<file path="config.mk">
export PLATFORM = sky130hd
export DESIGN_NAME = sdm_demux
export DESIGN_NICKNAME = d
export VERILOG_FILES = /design/src/rtl/sdm_pkg.sv /design/src/rtl/sdm_front.sv /design/src/rtl/sdm_lane.sv /design/src/rtl/sdm_demux.sv
export SDC_FILE = /design/constraint.sdc
export NUM_CORES = 1
export LEC_CHECK = 0
export BUFFER_PORTS_ARGS = -buffer_cell sky130_fd_sc_hd__buf_2
export CORE_MARGIN = 3
export CORE_UTILIZATION = 63
export DETAILED_ROUTE_END_ITERATION = 10
export PLACE_DENSITY = 0.86
export SYNTH_ARGS = -nofsm -noshare
export SYNTH_HDL_FRONTEND = slang
export SYNTH_SLANG_ARGS = --single-unit
</file>
<file path="constraint.sdc">
create_clock -name clk -period 2.85 [get_ports clk]
set_input_delay 0.57 -clock clk [delete_from_list [all_inputs] [get_ports clk]]
set_output_delay 0.57 -clock clk [all_outputs]
set_load 0.02 [all_outputs]
</file>
<file path="src/rtl/sdm_pkg.sv">
package sdm_pkg;

    // Number of output ports and width of the port phase counter
    localparam int PORTS = 4;
    localparam int PH_W  = $clog2(PORTS);

    typedef logic [PH_W-1:0] phase_t;

    // Last phase index for each ratio (N-1) and half of a word period (N/2)
    localparam phase_t LAST_QUAD = phase_t'(PORTS - 1);
    localparam phase_t LAST_PAIR = phase_t'(PORTS / 2 - 1);
    localparam phase_t HALF_QUAD = phase_t'(PORTS / 2);
    localparam phase_t HALF_PAIR = phase_t'(PORTS / 4);

endpackage

</file>
<file path="src/rtl/sdm_front.sv">
module sdm_front
    import sdm_pkg::*;
#(
    parameter int DATA_W = 10
) (
    input  logic              clk,
    input  logic              rst_n,
    input  logic              sleep_i,
    input  logic              quad_i,
    input  logic              gray_i,
    input  logic [DATA_W-1:0] din_i,
    input  logic              ovr_i,
    output logic [DATA_W-1:0] s_data_o,
    output logic              s_ovr_o,
    output phase_t            s_ph_o,
    output logic              s_vld_o
);

    typedef struct packed {
        logic [DATA_W-1:0] data;
        logic              ovr;
        phase_t            ph;
        logic              vld;
        phase_t            cnt;
    } front_t;

    front_t cur_q, nxt_d;
    phase_t last_ph;

    always_comb begin
        nxt_d   = cur_q;
        last_ph = quad_i ? LAST_QUAD : LAST_PAIR;
        if (!sleep_i) begin
            // coding happens before the sample is assigned to a port
            nxt_d.data = gray_i ? (din_i ^ (din_i >> 1)) : din_i;
            nxt_d.ovr  = ovr_i;
            nxt_d.ph   = cur_q.cnt;
            nxt_d.vld  = 1'b1;
            nxt_d.cnt  = (cur_q.cnt == last_ph) ? '0 : cur_q.cnt + 1'b1;
        end
    end

    always_ff @(posedge clk or negedge rst_n) begin
        if (!rst_n) begin
            cur_q <= '0;
        end else begin
            cur_q <= nxt_d;
        end
    end

    assign s_data_o = cur_q.data;
    assign s_ovr_o  = cur_q.ovr;
    assign s_ph_o   = cur_q.ph;
    assign s_vld_o  = cur_q.vld;

endmodule

</file>
<file path="src/rtl/sdm_lane.sv">
module sdm_lane
    import sdm_pkg::*;
#(
    parameter int DATA_W = 10,
    parameter int LANE   = 0
) (
    input  logic              clk,
    input  logic              rst_n,
    input  logic              sleep_i,
    input  logic              quad_i,
    input  logic              stag_i,
    input  logic              half_i,
    input  logic [DATA_W-1:0] s_data_i,
    input  logic              s_ovr_i,
    input  phase_t            s_ph_i,
    input  logic              s_vld_i,
    output logic [DATA_W-1:0] q_data_o,
    output logic              q_ovr_o,
    output logic              q_rdy_o
);

    localparam phase_t K        = phase_t'(LANE);
    localparam logic   LOW_LANE = (LANE < PORTS / 2);

    typedef struct packed {
        logic [DATA_W-1:0] hold_data;
        logic              hold_ovr;
        logic [DATA_W-1:0] out_data;
        logic              out_ovr;
        logic              rdy;
        logic              started;
    } lane_t;

    lane_t  cur_q, nxt_d;
    phase_t last_ph;
    phase_t half_n;
    phase_t upd_ph;
    phase_t mid_ph;
    logic   go;
    logic   mine;

    always_comb begin
        nxt_d   = cur_q;
        last_ph = quad_i ? LAST_QUAD : LAST_PAIR;
        half_n  = quad_i ? HALF_QUAD : HALF_PAIR;
        // simultaneous ports all publish on the last phase of a word
        upd_ph  = stag_i ? K : last_ph;
        mid_ph  = phase_t'(upd_ph + half_n) & last_ph;
        go      = !sleep_i && s_vld_i && (quad_i || LOW_LANE);
        mine    = (s_ph_i == K);

        if (go && mine) begin
            nxt_d.hold_data = s_data_i;
            nxt_d.hold_ovr  = s_ovr_i;
        end

        if (go && s_ph_i == upd_ph) begin
            nxt_d.out_data = mine ? s_data_i : cur_q.hold_data;
            nxt_d.out_ovr  = mine ? s_ovr_i  : cur_q.hold_ovr;
            nxt_d.started  = 1'b1;
            if (!half_i) begin
                nxt_d.rdy = 1'b0;
            end
        end

        if (go && cur_q.started && s_ph_i == mid_ph) begin
            nxt_d.rdy = half_i ? !cur_q.rdy : 1'b1;
        end
    end

    always_ff @(posedge clk or negedge rst_n) begin
        if (!rst_n) begin
            cur_q <= '0;
        end else begin
            cur_q <= nxt_d;
        end
    end

    assign q_data_o = cur_q.out_data;
    assign q_ovr_o  = cur_q.out_ovr;
    assign q_rdy_o  = cur_q.rdy;

endmodule

</file>
<file path="src/rtl/sdm_demux.sv">
module sdm_demux
    import sdm_pkg::*;
#(
    parameter int DATA_W = 10
) (
    input  logic              clk,
    input  logic              rst_n,
    input  logic [DATA_W-1:0] smp_data_i,
    input  logic              smp_ovr_i,
    input  logic              quad_i,
    input  logic              stagger_i,
    input  logic              dr_half_i,
    input  logic              gray_i,
    input  logic              sleep_i,
    output logic [DATA_W-1:0] port_a_o,
    output logic [DATA_W-1:0] port_b_o,
    output logic [DATA_W-1:0] port_c_o,
    output logic [DATA_W-1:0] port_d_o,
    output logic [3:0]        flag_o,
    output logic              data_rdy_o
);

    logic [DATA_W-1:0] s_data;
    logic              s_ovr;
    phase_t            s_ph;
    logic              s_vld;

    logic [DATA_W-1:0] lane_data [PORTS];
    logic [PORTS-1:0]  lane_ovr;
    logic [PORTS-1:0]  lane_rdy;

    sdm_front #(.DATA_W(DATA_W)) u_front (
        .clk      (clk),
        .rst_n    (rst_n),
        .sleep_i  (sleep_i),
        .quad_i   (quad_i),
        .gray_i   (gray_i),
        .din_i    (smp_data_i),
        .ovr_i    (smp_ovr_i),
        .s_data_o (s_data),
        .s_ovr_o  (s_ovr),
        .s_ph_o   (s_ph),
        .s_vld_o  (s_vld)
    );

    for (genvar k = 0; k < PORTS; k++) begin : g_lane
        sdm_lane #(.DATA_W(DATA_W), .LANE(k)) u_lane (
            .clk      (clk),
            .rst_n    (rst_n),
            .sleep_i  (sleep_i),
            .quad_i   (quad_i),
            .stag_i   (stagger_i),
            .half_i   (dr_half_i),
            .s_data_i (s_data),
            .s_ovr_i  (s_ovr),
            .s_ph_i   (s_ph),
            .s_vld_i  (s_vld),
            .q_data_o (lane_data[k]),
            .q_ovr_o  (lane_ovr[k]),
            .q_rdy_o  (lane_rdy[k])
        );
    end

    assign port_a_o   = lane_data[0];
    assign port_b_o   = lane_data[1];
    assign port_c_o   = lane_data[2];
    assign port_d_o   = lane_data[3];
    // the flag bus is reused as per-port strobes when ports are staggered
    assign flag_o     = stagger_i ? lane_rdy : lane_ovr;
    assign data_rdy_o = lane_rdy[0];

endmodule

</file>
Word level (Yosys, flattened, before mapping). Cells that the tools add are included.

Flip-flop bits (word level): 112. Output and inout port bits: 45. Word-level logic and storage cells: 117. Input port bits: 18.

Reductions and logical operators: 32. Mux-type cells: 30. Add/sub/neg operators: 5. Bitwise gates (word level): 5. Equality and inequality tests: 16.

Operator list (count): $mux W10 (5); $mux W2 (11); $eq A2 B2 Y1 (9); $logic_and A1 B1 Y1 (18); $mux W1 (13); $xor A10 B9 Y10 (1); $add A2 B2 Y2 (4); $and A2 B2 Y2 (4); $ne A2 B1 Y1 const B (4); $reduce_and A2 Y1 (4); $reduce_bool A2 Y1 (4); $logic_not A1 Y1 (5); $eq A2 B2 Y1 const B (2); $mux W4 (1); $add A2 B1 Y2 const B (1); $eq A2 B1 Y1 const B (1); $logic_not A2 Y1 (1).

Logic depth before layout (Yosys ltp). Gate-level depths: netlist (run 1).

Depth after elaboration: 8. Depth in mapped cells: 8. Mapped depth without buffers: 6.

Modules after synthesis. Synthesis (run 1) repeated with hierarchy kept, for this count alone.

Cell total of the unflattened synthesis: 414. Area, all modules: 5171.2 sq um.

By module, submodules not included: sdm_lane (g_lane[0].u_lane) (cells an instance 87, area an instance 1246.2 sq um, seq. area each 600.6 sq um, instances 1); sdm_lane (g_lane[2].u_lane) (cells an instance 103, area an instance 1239.9 sq um, seq. area each 600.6 sq um, instances 1); sdm_lane (g_lane[1].u_lane) (cells an instance 98, area an instance 1148.6 sq um, seq. area each 600.6 sq um, instances 1); sdm_front (cells an instance 77, area an instance 879.6 sq um, seq. area each 400.4 sq um, instances 1); sdm_lane (g_lane[3].u_lane) (cells an instance 45, area an instance 611.8 sq um, seq. area each 325.3 sq um, instances 1); sdm_demux (cells an instance 4, area an instance 45.0 sq um, seq. area each 0.0 sq um, instances 1).

Worst setup path before layout (run 1). Ideal clock, no wire load.

Path kind: input -> register. Start point: input stagger_i. End point: register g_lane[3].u_lane.cur_q (netlist bit g_lane[3].u_lane.q_data_o[2]). Data required time: 2724 ps. Setup time: 126 ps. Cell stages on the path: 8. Buffers on the path: 2. Slack: 950 ps. Arrival time: 1774 ps. Cell sequence: buf_2 -> inv_1 -> ha_1 -> xnor2_1 -> nor3b_2 -> buf_4 -> nor2_1 -> a21oi_1.

Longest elaborated chain between the ends: 3.

RTL lines: from (decl) (line sdm_demux.sv:11) `input logic stagger_i,`; $mux W2 (line sdm_lane.sv:47) `upd_ph = stag_i ? K : last_ph;`; $eq A2 B2 Y1 (line sdm_lane.sv:57) `if (go && s_ph_i == upd_ph) begin`; $logic_and A1 B1 Y1 (line sdm_lane.sv:57); to (signal assigned) (line sdm_lane.sv:75) `cur_q <= nxt_d;`; to (decl) (line sdm_lane.sv:34) `lane_t cur_q, nxt_d;`.

Every way passes these cells. A chain may end at the register's enable or synchronous reset.

Final worst setup path (run 1).
Start point: input quad_i. End point: register g_lane[2].u_lane.cur_q (netlist bit g_lane[2].u_lane.q_data_o[7]).

Longest elaborated chain between the ends: 4. Elaborated cells between the ends (all ways): 5. Classes of those cells: eq/ne (1); mux (2); reduce/logical (2).

RTL lines: from (decl) (line sdm_demux.sv:10) `input logic quad_i,`; $mux W2 (line sdm_lane.sv:44) `last_ph = quad_i ? LAST_QUAD : LAST_PAIR;`; $mux W2 (line sdm_lane.sv:47); $eq A2 B2 Y1 (line sdm_lane.sv:57); $logic_and A1 B1 Y1 (*) (line sdm_lane.sv:57); to (signal assigned) (line sdm_lane.sv:75); to (decl) (line sdm_lane.sv:34).

Mark *: on every way between the ends. The rest lies on a longest branch, timed or not.

==> flow_summary.toml, run 1 <==
[finish]
seq_area_mm2 = 0.002803
antenna_cells = 0
layout-drive-gt1-share_pct = 30.52
multi_input_area_mm2 = 0.002019
fillers = 572
finalNetCount = 502
area_growth_pct = 5.573

[sta]
clock_skew_ps = 14.23
finalSetupTns_ps = 0
fin_crit_ps = 2056
max_freq_mhz = 486.3
rsz0062_at_grt = "false"
drv_slew = 0
finalCritPeriodShare_pct = 72.16
worst_pin_slew_ps = 820.8
finalHoldViolations = 0
max_slew_margin_pct = 45.10
setup_viol_count_final = 0

[setup_path]
max_stage_delay_ps = 690
critical_path_class = "in2reg"
r2r_slack_ps = 940
r2r_cells = 4
crit_chain = "buf_2, inv_1, ha_1, xnor2_1, nor3_4, nor2_1, a21oi_1"
cp-start-kind = "primary input"
cp_slowest_cell = "nor3_4"
cp_max_fo = 23
crit_required_ps = 3130
reg2reg_to = "g_lane[2].u_lane.q_data_o[7]"
reg2reg_from = "u_front.s_ph_o[1]"
critPathCaptureType = "register"
crit_arrival_ps = 2340

[power_and_ir_drop]
power_frac_seq_pct = 45.2
pwr-share-comb_pct = 38.8
pwr-share-clk_pct = 16.0
p_sw_share_pct = 37.50
p_leak_nw = 2.736
p_per_area_mw_per_mm2 = 1073
p_switching_w = 0.002252
peakVddDrop_mv = 0.4914
p_total_w = 0.006005
p_int_w = 0.003753

[grt]
grt_use_total_pct = 21.63
overflow = 0
grt_max_degree = 54
grt_antenna_before_repair = 0
grt_pass1_vias = 3364
grt_pass1_wl_um = 16640

[logic_synthesis]
ys_ff_latch = 112
synth_cell_type_count = 32
yosysMostFrequentCell = "dfrtp_1"
synth_cells = 467
synthesis.nets = 489
yosys.area.top_type_share_pct = 52.89
async_flop_share_pct = 100.0
syn_area_mm2 = 0.005299
syn_avg_cell_area_um2 = 11.35
synth_commonest_cells = "dfrtp_1 (112), mux2_2 (51), buf_4 (49), nand2_1 (46), mux2i_1 (45)"
synth_area_leader_cell = "dfrtp_1"
synth_edf_count = 0
synthTopCellsByArea = "dfrtp_1 (53%), mux2_2 (11%), mux2i_1 (8.5%)"
synth-main-ff-cell = "dfrtp_1"
seq_area_frac_synth_pct = 52.89
yosysWarnings = 0

[floorplanning]
dieWidth_um = 97.71
initial_core_util_pct = 66.84
fp.dieH_um = 97.71
core_mm2 = 0.007928
die_area_mm2 = 0.009547
rows = 32
io_pins = 63

[clock_network]
htree_levels = 3
path_clk_slew_ps = 110
cts_hold_buf = 0
cts_tree = "built"
cts_setup_buffers = 0
insertion_delay_ps = 360
clock_path_buffers = 2
post_cts_resized = 0
cts_root_buffer = "clkbuf_8"
cts_sinks = 112
cts_buffers = 9

[detailed_routing]
firstDrtPassIters = 4
routed_wl_um = 9773
drt_iter0_markers = 208
ant_nets = 0
wl_per_cell_um = 16.65
via_per_inst = 5.673
drc_errors = 0
vias = 3330

[worst_hold_path]
hold_path.class = "in2async"

[status]
status = "finished, final reports clean"

[flow_run]
drv_cap = 0

[placed_design]
portBuffers = 62
gp_congestion = 0.7704
dp_hpwl_um = 6737
[power groups by stage]
| stage | clock [W] | combinational, W | sequential (W) |
|---|---|---|---|
| CTS | 0.000983 | 0.00235 | 0.00271 |
| detailed placement | 0 | 0.00234 | 0.00273 |
| finish | 0.000963 | 0.00233 | 0.00271 |
| floorplan | 0 | 0.00216 | 0.00256 |
| global route | 0.00104 | 0.00255 | 0.00280 |
| global placement | 0 | 0.00225 | 0.00268 |
[stage by stage]
step | instance area (µm²) | setup WS, ps | hold WS, ps | utilization (%) | instances
2_1_floorplan | 5299 | 950.3 | 274.4 | - | 467
3_3_place_gp | 5381 | 282.5 | 452.2 | 67.88 | 571
3_5_place_dp | 5381 | 160.8 | 460.7 | 67.88 | 571
4_1_cts | 5588 | 539.4 | 264.5 | 70.49 | 587
5_1_grt | 5594 | 631.8 | 296.5 | 70.57 | 587
6_report | 5594 | 793.5 | 257.4 | 70.57 | 587
[worst max-delay path, delay by kind of cell]
| family | cells | cell delay, ps |
|---|---|---|
| AOI/OAI and AO/OA | 1 | 160 |
| xor gates and xnor gates | 1 | 250 |
| adders and majority gates | 1 | 240 |
| buffers and inverters | 2 | 330 |
| and+or+nand+nor | 2 | 780 |
[area by class of cell]
class                           instances  area share [%]
Clock buffer                           11           2.527
Clock inverter                          5           1.163
Inverter                                2          0.1342
Multi-Input combinational cell        279           36.10
Sequential cell                       112           50.10
Tap cell                              102           2.281
Timing Repair Buffer                   76           7.694
[sequential cells by signal, indices dropped and copies added, names as in the netlist]
name / cells
g_lane.u_lane.q_rdy_o: 4
u_front.s_data_o: 10
g_lane.u_lane.q_ovr_o: 4
u_front.cur_q: 2
u_front.s_vld_o: 1
g_lane.u_lane.q_data_o: 40
u_front.s_ovr_o: 1
g_lane.u_lane.cur_q: 48
u_front.s_ph_o: 2
[how the worst max path moves through the flow]
| stage | start | to | slack, ps | cells past startpoint |
|---|---|---|---|---|
| 3_3_place_gp | quad_i | g_lane[2].u_lane.q_data_o[5] | 280 | 6 |
| 4_1_cts | quad_i | g_lane[2].u_lane.q_data_o[7] | 540 | 6 |
| 3_5_place_dp | quad_i | g_lane[2].u_lane.q_data_o[2] | 160 | 6 |
| 6_report | quad_i | g_lane[2].u_lane.q_data_o[7] | 790 | 7 |
| 5_1_grt | quad_i | g_lane[2].u_lane.q_data_o[7] | 630 | 7 |
| 2_1_floorplan | stagger_i | g_lane[3].u_lane.q_data_o[2] | 950 | 8 |
[layer usage]
metal | vias up | track usage, % | share of wire [%]
met3 | 25 | 3.087 | 4.6
met2 | 91 | 35.06 | 48
met5 | - | 0 | 0
met1 | 1650 | 30.15 | 45
li1 | 1564 | - | -
met4 | 0 | 7.668 | 2.1
[cells by family (layout without fill, tap and decap cells)]
group                      count (synthesis)  in the layout  synth area share [%]
AOI/OAI and AO/OA                         64             64                 6.258
DFF                                      112            112                 52.89
adders and majority gates                  4              4                0.9445
muxes                                     96             96                 19.34
and+or+nand+nor                           98             98                 8.642
buffers and inverters                     76             94                 9.114
xor gates and xnor gates                  17             17                 2.810
[cell usage in the layout (no fill, tap or decap), drive strengths merged, types with 4 or more instances in the layout]
cell type	n
clkbuf	11
dfrtp	112
ha	4
nand2	46
o21ai	36
xor2	9
nor2	28
a21oi	24
mux2i	45
nand2b	9
buf	76
xnor2	8
mux2	51
Power figures use the tool's default switching activity.
==> inputs of run 2 (changes only) <==
ABC_AREA = 1   (was unset)
CORE_UTILIZATION = 59   (was 63)
PLACE_DENSITY = 0.81   (was 0.86)
clock period = 1.9 ns   (was 2.85 ns; I/O delays follow)
==> flow_summary.toml, run 2 <==
[clock_network]
cts_root_buffer = "clkbuf_8"
clock_path_buffers = 2
cts_tree = "built"
htree_levels = 3
insertion_delay_ps = 360
cts_setup_buffers = 0
cts_buffers = 9
path_clk_slew_ps = 100
cts_sinks = 112

[logic_synthesis]
synth_cells = 644
seq_area_frac_synth_pct = 50.37
syn_avg_cell_area_um2 = 8.640
yosys.area.top_type_share_pct = 50.37
syn_area_mm2 = 0.005564
yosysWarnings = 0
synth_commonest_cells = "nand2_1 (165), dfrtp_1 (112), o21ai_0 (76), inv_1 (65), buf_4 (43)"
synth_area_leader_cell = "dfrtp_1"
synthesis.nets = 666
synth-main-ff-cell = "dfrtp_1"
synthTopCellsByArea = "dfrtp_1 (50%), nand2_1 (11%), o21ai_0 (6.8%)"
async_flop_share_pct = 100.0
yosysMostFrequentCell = "nand2_1"
ys_ff_latch = 112
synth_cell_type_count = 32
synth_edf_count = 0

[detailed_routing]
wl_per_cell_um = 14.63
drc_errors = 0
drt_iter0_markers = 286
via_per_inst = 5.405
firstDrtPassIters = 5
ant_nets = 0
routed_wl_um = 11370
vias = 4200

[flow_run]
drv_cap = 0

[sta]
finalCritPeriodShare_pct = 90.13
setup_viol_count_final = 0
max_slew_margin_pct = 61.50
finalSetupTns_ps = 0
worst_pin_slew_ps = 576.0
holdWs_ps = 236.9
drv_slew = 0
rsz0062_at_grt = "false"
finalHoldViolations = 0
fin_crit_ps = 1713
max_freq_mhz = 583.9
clock_skew_ps = 10.10

[setup_path]
cp_num_buf_inv = 1
critical_path_class = "reg2reg"
crit_family = "flip-flops"
crit_chain = "buf_4, nor2_4, nand2_1, nand2_1, o21ai_0"
critPathCaptureType = "register"
cp-start-kind = "register"
crit_required_ps = 2170
cp_slowest_cell = "dfrtp_1"
crit_arrival_ps = 1980
cpMostUsedCell = "nand2_1"
cp_max_fo = 22
max_stage_delay_ps = 610

[finish]
area_growth_pct = 6.431
fillers = 733
final_common_cell = "nand2_1"
final_cell_mix = "nand2_1 (165), dfrtp_1 (112), o21ai_0 (76)"
antenna_cells = 0
fin_area_mm2 = 0.005922
layout-drive-gt1-share_pct = 19.88
regMostFlops = "g_lane.u_lane.cur_q"
finalNetCount = 686
largest_reg_flops = 48

[floorplanning]
initial_core_util_pct = 62.28
rows = 34
fp.dieH_um = 103.1
dieWidth_um = 103.1
core_mm2 = 0.008934
io_pins = 63
die_area_mm2 = 0.01063

[power_and_ir_drop]
p_leak_nw = 2.908
p_per_area_mw_per_mm2 = 1531
peakVddDrop_mv = 0.6758

[grt]
grt_busiest_layer = "met2"
grt_pass1_vias = 4041
use_met1_pct = 30.46
grt_pass1_wl_um = 18980
grt_antenna_before_repair = 0
overflow = 0
use_met2_pct = 38.43
grt_use_total_pct = 23.04
met3_usage_pct = 4.195
grt_max_degree = 41

[worst_hold_path]
hold_path.class = "in2reg"

[placed_design]
dp_hpwl_um = 8054
portBuffers = 62
gp_congestion = 0.8322
post_dp_cell_area_mm2 = 0.005705

[status]
status = "finished, final reports clean"
==> run 2: kinds of logic after synthesis <==
| logic type | share of synthesized area, % |
|---|---|
| buffers and inverters | 13.69 |
| and+or+nand+nor | 17.92 |
| AOI/OAI and AO/OA | 14.73 |
| DFF | 50.37 |
| xor gates and xnor gates | 2.384 |
| adders and majority gates | 0.8995 |
==> run 2: layout make-up <==
class	count	area [µm²]	share of cell area, %
clock buffer	12	155.1	2.620
sequential	112	2803	47.33
timing repair buffer	81	520.5	8.789
multi-input combinational	392	1999	33.76
clock inverter	4	51.30	0.8663
tap	108	135.1	2.282
inverter	68	257.7	4.352
==> run 2: per-stage QoR <==
stage          setup slack, ps  total power, W  util (%)  cells
2_1_floorplan            233.2        0.007108         -    644
3_3_place_gp             173.8        0.007480     63.87    760
3_5_place_dp             66.86        0.007664     63.87    760
4_1_cts                  197.9        0.009117     66.29    777
5_1_grt                  16.65        0.009785     66.29    777
6_report                 187.5        0.009066     66.29    777
==> run 2: final timing paths <==
check | startpoint | endpoint | slack [ps] | depth (start not counted)
max | u_front.s_ph_o[0] | g_lane[0].u_lane.cur_q[16] | 190 | 5
min | smp_ovr_i | u_front.s_ovr_o | 240 | 3
max reg2reg | u_front.s_ph_o[0] | g_lane[0].u_lane.cur_q[16] | 190 | 5
min reg2reg | g_lane[3].u_lane.cur_q[0] | g_lane[3].u_lane.cur_q[0] | 480 | 2
max in group asynchronous | rst_n | g_lane[0].u_lane.cur_q[0] | 840 | 3
min in group asynchronous | rst_n | g_lane[3].u_lane.q_data_o[1] | 470 | 2
==> run 2: power by group <==
group	leakage, nW	switching [W]	internal [W]	total, W
sequential	1.36	0.000567	0.00336	0.00393
combinational	1.44	0.00236	0.00132	0.00368
clock	0.103	0.000774	0.000686	0.00146
total	2.91	0.00370	0.00537	0.00907
==> run 2: metal layers <==
layer  up-vias  routed length (µm)
li1       2053                   -
met1      1992                4972
met2       135                5612
met3        20                 515
met4         0                 267
met5         -                   0
==> run 2: worst reg2reg max path, cell delays in order (launching register included) <==
cell	delay (ps)
dfrtp_1	610
buf_4	280
nor2_4	40
nand2_1	430
nand2_1	130
o21ai_0	120
==> run 2: timing repair <==
item / 4_1_cts / 5_1_grt
endpoints found under the hold margin: 22 / 0
resized for setup: 0 / 0
hold buffers: 1 / 0
endpoints found under the setup margin: 0 / 0
